`src/rtl/tsi_pkg.sv`:
```
package tsi_pkg;
  // Status bit positions, decoded by host software
  localparam int IRQ_BIT   = 0;
  localparam int TXRDY_BIT = 1;
  localparam int RXFUL_BIT = 2;
  localparam int STEER_BIT = 3;
  localparam int STAT_W    = 4;

  typedef struct packed {
    logic clearFlags;   // one-cycle pulse: strobe of a status read has ended
    logic driveStatus;  // current cycle is a read addressed to the status word
  } ctrl_strobe_t;
endpackage

```
`src/rtl/tsi_ctrl.sv`:
```
module tsi_ctrl
  import tsi_pkg::*;
(
  input  logic         clk,
  input  logic         rstN,
  input  logic         csN,
  input  logic         regSel,
  input  logic         rdWrN,
  input  logic         dStrobe,
  output ctrl_strobe_t strb,
  output logic         busOe
);
  logic statusReadNow;
  logic armedQ;

  assign statusReadNow = !csN && regSel && rdWrN;

  // Remember that the previous cycle was a strobed status read
  always_ff @(posedge clk) begin
    if (!rstN) armedQ <= 1'b0;
    else       armedQ <= dStrobe && statusReadNow;
  end

  always_comb begin
    strb.clearFlags  = armedQ && !dStrobe;
    strb.driveStatus = statusReadNow;
    busOe            = !csN && rdWrN;
  end


  clear_after_strobe_chk: assert property (@(posedge clk) disable iff (!rstN)
    strb.clearFlags |-> $past(dStrobe));

  no_clear_idle_chk: assert property (@(posedge clk) disable iff (!rstN)
    (csN && !dStrobe) |=> !strb.clearFlags);
endmodule

```
`src/rtl/tsi_datapath.sv`:
```
module tsi_datapath
  import tsi_pkg::*;
#(
  parameter int  DATA_W     = 4,
  parameter bit  STEER_INIT = 1'b1
) (
  input  logic              clk,
  input  logic              rstN,
  input  ctrl_strobe_t      strb,
  input  logic              burstMode,
  input  logic              evtPauseDone,
  input  logic              evtDigitLatched,
  input  logic              evtToneOn,
  input  logic              evtToneOff,
  output logic [DATA_W-1:0] busData,
  output logic              irqPending
);
  localparam int PAD_W = DATA_W - STAT_W;

  logic txRdyQ, rxFulQ, irqQ, steerQ;
  logic setTx;
  logic [STAT_W-1:0] statWord;

  assign setTx = evtPauseDone && burstMode;

  always_ff @(posedge clk) begin
    if (!rstN) begin
      txRdyQ <= 1'b0;
      rxFulQ <= 1'b0;
      irqQ   <= 1'b0;
      steerQ <= STEER_INIT;
    end else begin
      // transmit ready: only exists in burst mode; set beats clear
      if (!burstMode)            txRdyQ <= 1'b0;
      else if (setTx)            txRdyQ <= 1'b1;
      else if (strb.clearFlags)  txRdyQ <= 1'b0;

      if (evtDigitLatched)       rxFulQ <= 1'b1;
      else if (strb.clearFlags)  rxFulQ <= 1'b0;

      if (setTx || evtDigitLatched) irqQ <= 1'b1;
      else if (strb.clearFlags)     irqQ <= 1'b0;

      // steering level: tone absence sets, tone presence clears
      if (evtToneOff && !evtToneOn)      steerQ <= 1'b1;
      else if (evtToneOn && !evtToneOff) steerQ <= 1'b0;
    end
  end

  always_comb begin
    statWord            = '0;
    statWord[IRQ_BIT]   = irqQ;
    statWord[TXRDY_BIT] = txRdyQ;
    statWord[RXFUL_BIT] = rxFulQ;
    statWord[STEER_BIT] = steerQ;
  end

  generate
    if (PAD_W > 0) begin : g_pad
      assign busData = strb.driveStatus ? {{PAD_W{1'b0}}, statWord} : '0;
    end else begin : g_exact
      assign busData = strb.driveStatus ? statWord : '0;
    end
  endgenerate

  assign irqPending = irqQ;


  rx_sets_irq_chk: assert property (@(posedge clk) disable iff (!rstN)
    evtDigitLatched |=> (rxFulQ && irqQ));

  tx_burst_set_chk: assert property (@(posedge clk) disable iff (!rstN)
    (evtPauseDone && burstMode) |=> (txRdyQ && irqQ));

  tx_burst_off_chk: assert property (@(posedge clk) disable iff (!rstN)
    !burstMode |=> !txRdyQ);

  read_clears_chk: assert property (@(posedge clk) disable iff (!rstN)
    (strb.clearFlags && !evtDigitLatched && !evtPauseDone) |=> (!irqQ && !rxFulQ && !txRdyQ));

  steer_read_chk: assert property (@(posedge clk) disable iff (!rstN)
    (!evtToneOn && !evtToneOff) |=> $stable(steerQ));

  steer_on_chk: assert property (@(posedge clk) disable iff (!rstN)
    (evtToneOn && !evtToneOff) |=> !steerQ);
endmodule

```
`src/rtl/tone_status_irq.sv`:
```
module tone_status_irq
  import tsi_pkg::*;
#(
  parameter int DATA_W     = 4,
  parameter bit STEER_INIT = 1'b1
) (
  input  logic              clk,
  input  logic              rstN,
  input  logic              csN,
  input  logic              regSel,
  input  logic              rdWrN,
  input  logic              dStrobe,
  input  logic              burstMode,
  input  logic              evtPauseDone,
  input  logic              evtDigitLatched,
  input  logic              evtToneOn,
  input  logic              evtToneOff,
  output logic [DATA_W-1:0] busOut,
  output logic              busOe,
  output logic              irqN
);
  ctrl_strobe_t strb;
  logic         irqPending;

  tsi_ctrl u_ctrl (
    .clk     (clk),
    .rstN    (rstN),
    .csN     (csN),
    .regSel  (regSel),
    .rdWrN   (rdWrN),
    .dStrobe (dStrobe),
    .strb    (strb),
    .busOe   (busOe)
  );

  tsi_datapath #(
    .DATA_W     (DATA_W),
    .STEER_INIT (STEER_INIT)
  ) u_dp (
    .clk             (clk),
    .rstN            (rstN),
    .strb            (strb),
    .burstMode       (burstMode),
    .evtPauseDone    (evtPauseDone),
    .evtDigitLatched (evtDigitLatched),
    .evtToneOn       (evtToneOn),
    .evtToneOff      (evtToneOff),
    .busData         (busOut),
    .irqPending      (irqPending)
  );

  assign irqN = !irqPending;


  irq_idle_reset_chk: assert property (@(posedge clk)
    !rstN |=> irqN);
endmodule

```
`config.mk`:
```
export PLATFORM = sky130hd
export DESIGN_NAME = tone_status_irq
export DESIGN_NICKNAME = d
export VERILOG_FILES = /design/src/rtl/tsi_pkg.sv /design/src/rtl/tsi_ctrl.sv /design/src/rtl/tsi_datapath.sv /design/src/rtl/tone_status_irq.sv
export SDC_FILE = /design/constraint.sdc
export NUM_CORES = 1
export LEC_CHECK = 0
export ABC_AREA = 1
export CORE_AREA = 2 2 39 41
export DETAILED_ROUTE_END_ITERATION = 8
export DIE_AREA = 0 0 41 43
export GPL_TIMING_DRIVEN = 0
export PLACE_DENSITY_LB_ADDON = 0.1
export SETUP_SLACK_MARGIN = 0.02
export SYNTH_ARGS = -nofsm -noshare
export SYNTH_HDL_FRONTEND = slang
export SYNTH_HIERARCHICAL = 1
export SYNTH_SLANG_ARGS = --single-unit
```
`constraint.sdc`:
```
create_clock -name clk -period 1.45 [get_ports clk]
set_input_delay 0.2175 -clock clk [delete_from_list [all_inputs] [get_ports clk]]
set_output_delay 0.2175 -clock clk [all_outputs]
set_load 0.01 [all_outputs]
```
# Yosys cells after proc, flatten, opt, wreduce, memory -nomap -nowiden
# Index checks and enable logic that the tools add are counted.
# totals
regBits	5
elab_cells	30
# classes
bitwise_logic	1
n_reduce_logical	19
n_mux	5
# ops
operator	count
$logic_and A1 B1 Y1	8
$reduce_bool A2 Y1	3
$logic_not A1 Y1	5
$mux W1	4
$mux W4	1
$reduce_and A2 Y1	1
$reduce_or A2 Y1	1
$logic_or A1 B1 Y1	1
$not A1 Y1	1

# Longest topological paths before layout
# logic_depth
depth_word	4
mapped_depth	6

# Hierarchy
# The synthesis kept the hierarchy.
# modules_own_cells
module	area_per_inst_um2	cells_each	instances
tsi_datapath	185.2	30	1
tsi_ctrl	70.1	11	1
tone_status_irq	3.8	1	1

# Least setup slack after synthesis
# OpenSTA, ideal clock, no wires.
# synth_path
path_type	in2out
start	in csN
end	out busOut[0]
path_buffers	1
setup_slack_ps	626
path_stages	6
arrival_ps	606
cell_sequence	inv_1 nand3_2 inv_1 buf_4 nand2_1 inv_1
# synth_via
elab_chain_len	4
# synth_rtl
item	line	text
start: declaration	tone_status_irq.sv:9	input logic csN,
$logic_not A1 Y1	tsi_ctrl.sv:16	assign statusReadNow = !csN && regSel && rdWrN;
$logic_and A1 B1 Y1 (2 in a row)	tsi_ctrl.sv:16	
net u_ctrl.statusReadNow	tsi_ctrl.sv:13	logic statusReadNow;
$mux W4	tsi_datapath.sv:62	assign busData = strb.driveStatus ? statWord : '0;
end: declaration	tone_status_irq.sv:18	output logic [DATA_W-1:0] busOut,
# The timed path passes the listed nets, and every way through them passes these cells.

# Worst setup path after layout
# layout_path
start	in regSel
end	out busOut[1]
# layout_via
elab_chain_len	3
# layout_rtl
item	line	text
start: declaration	tone_status_irq.sv:10	input logic regSel,
$logic_and A1 B1 Y1 (2 in a row)	tsi_ctrl.sv:16	
net u_ctrl.statusReadNow	tsi_ctrl.sv:13	
$mux W4	tsi_datapath.sv:62	
# The timed path passes the listed nets, and every way through them passes these cells.

==> results.md <==
- Via density: roughly 3.6
- Net Sw Power: roughly 0.086 mW
- Cell Rows: 14
- H-Tree Depth: 1
- Initial Util: between 10% and 20%
- Post-DRT Antenna Nets: 0
- Remaining DRCs: 0
- Fraction of layout cells with a size suffix above 1: 20.63%
- Setup Skew: approximately 0.0046 ns
- Die Y: 43 um
- Internal power: 0.2906 mW
- PnR worst setup slack: roughly 0.12 ns
- CP required: 1.23 ns
- Clock transition at path regs: approximately 0.05 ns
- Antenna violations before repair: 0
- Worst-margin pin slew: roughly 0.16 ns
- Root Driver: clkbuf_4
- Port bufs: 16
- Commonest cells after routing, fill and taps aside: inv_1 (13), nand2_1 (10), clkdlybuf4s50_1 (9)
- Ys Warns: 6
- Tightest Hold Check Type: register to register
- Setup WS pre-CTS: -0.3790 ns
- Type of the worst setup path: primary input to output port
- 1st-pass router iterations: 2
- Startpoint Class: primary input
- Mean Syn Cell Area: 6.167 sq um
- Clock Sinks: 5
- Endpoint class of the critical path: output port
- Max Fanout on Critical Path: 4
- Sequential share of the synthesized area: 38.65%
- Syn Inst Count: 42
- Worst Path Arrival: approximately 1.1 ns
- Hold Buf Count CTS: 0
- Final Core Density: about a third
- Core area: 1384 sq um
- Number of DRC markers in iteration 0: 2
- Minimum clock period: 1.334 ns
- Post-Syn Area: 259.0 sq um
- WL met1: 258 um
- Power share of the sequential group: 39.6%
- Vias in the first global route: 255
- Total GRT Usage: 8.844%
- Post-synthesis cell type count: 9
- First-pass GRT wire length: around 970 um
- TritonCTS buffer count: 3
- Die width: 41 um
- Crit share post-route: about 92%
- WL met3: about 56 um
- Top post-synthesis cells by area: dfxtp_1 (39%), inv_1 (20%), nand2_1 (14%), nor2_1 (7.2%), a21oi_1 (5.8%)
- Switching share of total power: 22.83%
- Die Area: about 1800 sq um
- Via count: 283
- Run status: complete, no violations
- Most common cell after layout, fill and taps aside: inv_1
- FF+latch count, synth: 5
- Final Wtd Congestion: 0.6905
- CTS tree: yes
- Syn_nets: 53
- Final setup vio count: 0
- Top routing layer used: met3
- Max-Cap Viols: 0
- Worst rel slew slack: 89.00%
- DRT Wirelength: 552 um
- Final hold violations: 0
- Synth top area share: roughly 39%
- PD cells: 831.3 nW/um^2
- Global route total overflow: 0
- N_diodes: 0
- CTS max path bufs: 2
- Worst vdd ir: between 0.0002 and 0.00025 V
- Final Net Count: 75
- Largest area contributor in the netlist: dfxtp_1
- Largest net degree at the start of global routing: 5
- Leakage: between 0.2 and 0.3 nW
- RSZ-0062 raised after global routing: false
- Final HPWL DP: approximately 460 um
- Met2 wire len: 236 um
- Top Ports: 17
- Part of the power in the clock network: 42.3%
- P&R area growth vs syn: 74.88%
- Combinational power share: 18.1%
- Final Slew Violations: 0
- Upper clock frequency limit: 749.5 MHz
- Wire per inst: 6.987 um
- Clk_lat worst skew: 0.24 ns
Yosys cell counts:
cell      n
a21oi_1   3
nand3_2   1
dfxtp_1   5
nand2_1  10
buf_4     1
o21ai_0   1
nor2_2    2
inv_1    14
nor2_1    5
state kept, by name, indices dropped and copies added, names as in the netlist:
name / count
u_ctrl/armedQ: 1
u_dp/irqPending: 1
u_dp/rxFulQ: 1
u_dp/steerQ: 1
u_dp/txRdyQ: 1
metrics by stage:
stage                     setup TNS [ns]  hold slack, ns  power, mW  std cells  cell area (sq um)
after floorplan                        0          0.3321     0.1778         42              259.0
after global placement            -1.643          0.4563     0.2241         74              439.2
after detailed placement          -1.646          0.4554     0.2239         74              439.2
after CTS                              0          0.4629     0.3873         79              452.9
after global routing                   0          0.4892     0.4062         79              452.9
final                                  0          0.4599     0.3765         79              452.9
cell type report:
cell class                 instances  area, sq um
fill                             171        930.9
multi-input combinational         22        98.84
clock buffer                       4        26.28
sequential                         5        100.1
tap                               16        20.02
timing repair buffer              17        143.9
inverter                          14        52.55
buffer                             1        11.26
repair_timing:
item | CTS | global route
setup buffers | 1 | 0
setup endpoints to repair | 5 | 0
gates resized for setup | 21 | 0
worst max-delay path, cell delays in order:
cell	delay, ns
clkdlybuf4s50_1	0.47
nand3_2	0.07
inv_2	0.06
buf_6	0.10
nand2_1	0.05
inv_1	0.04
buf_2	0.11
power groups by stage:
| stage | clock, mW | sequential, mW | combinational (mW) |
|---|---|---|---|
| CTS | 0.169 | 0.149 | 0.0694 |
| detailed placement | 0 | 0.152 | 0.0721 |
| finish | 0.159 | 0.149 | 0.0681 |
| global placement | 0 | 0.152 | 0.0723 |
| global route | 0.180 | 0.150 | 0.0758 |
| floorplan | 0 | 0.151 | 0.0269 |
worst paths after layout:
| path | end | from | slack [ns] | depth (start not counted) |
|---|---|---|---|---|
| worst max-delay path | busOut[1] | regSel | 0.12 | 7 |
| worst min-delay path | u_dp/rxFulQ | u_dp/rxFulQ | 0.46 | 2 |
| worst max register to register | u_dp/txRdyQ | u_ctrl/armedQ | 0.63 | 5 |
| worst min register to register | u_dp/rxFulQ | u_dp/rxFulQ | 0.46 | 2 |
cell families after synthesis:
| family | synth area share, % |
|---|---|
| and+or+nand+nor | 30.44 |
| DFF | 38.65 |
| buffers and inverters | 23.19 |
| AOI/OAI and AO/OA | 7.726 |
routing by layer:
metal	global-route usage, %	up-vias
li1	-	159
met1	10.97	112
met2	10.31	12
met3	4.712	0
met4	8.000	0
met5	0	-
(Power assumes the default switching activity.)
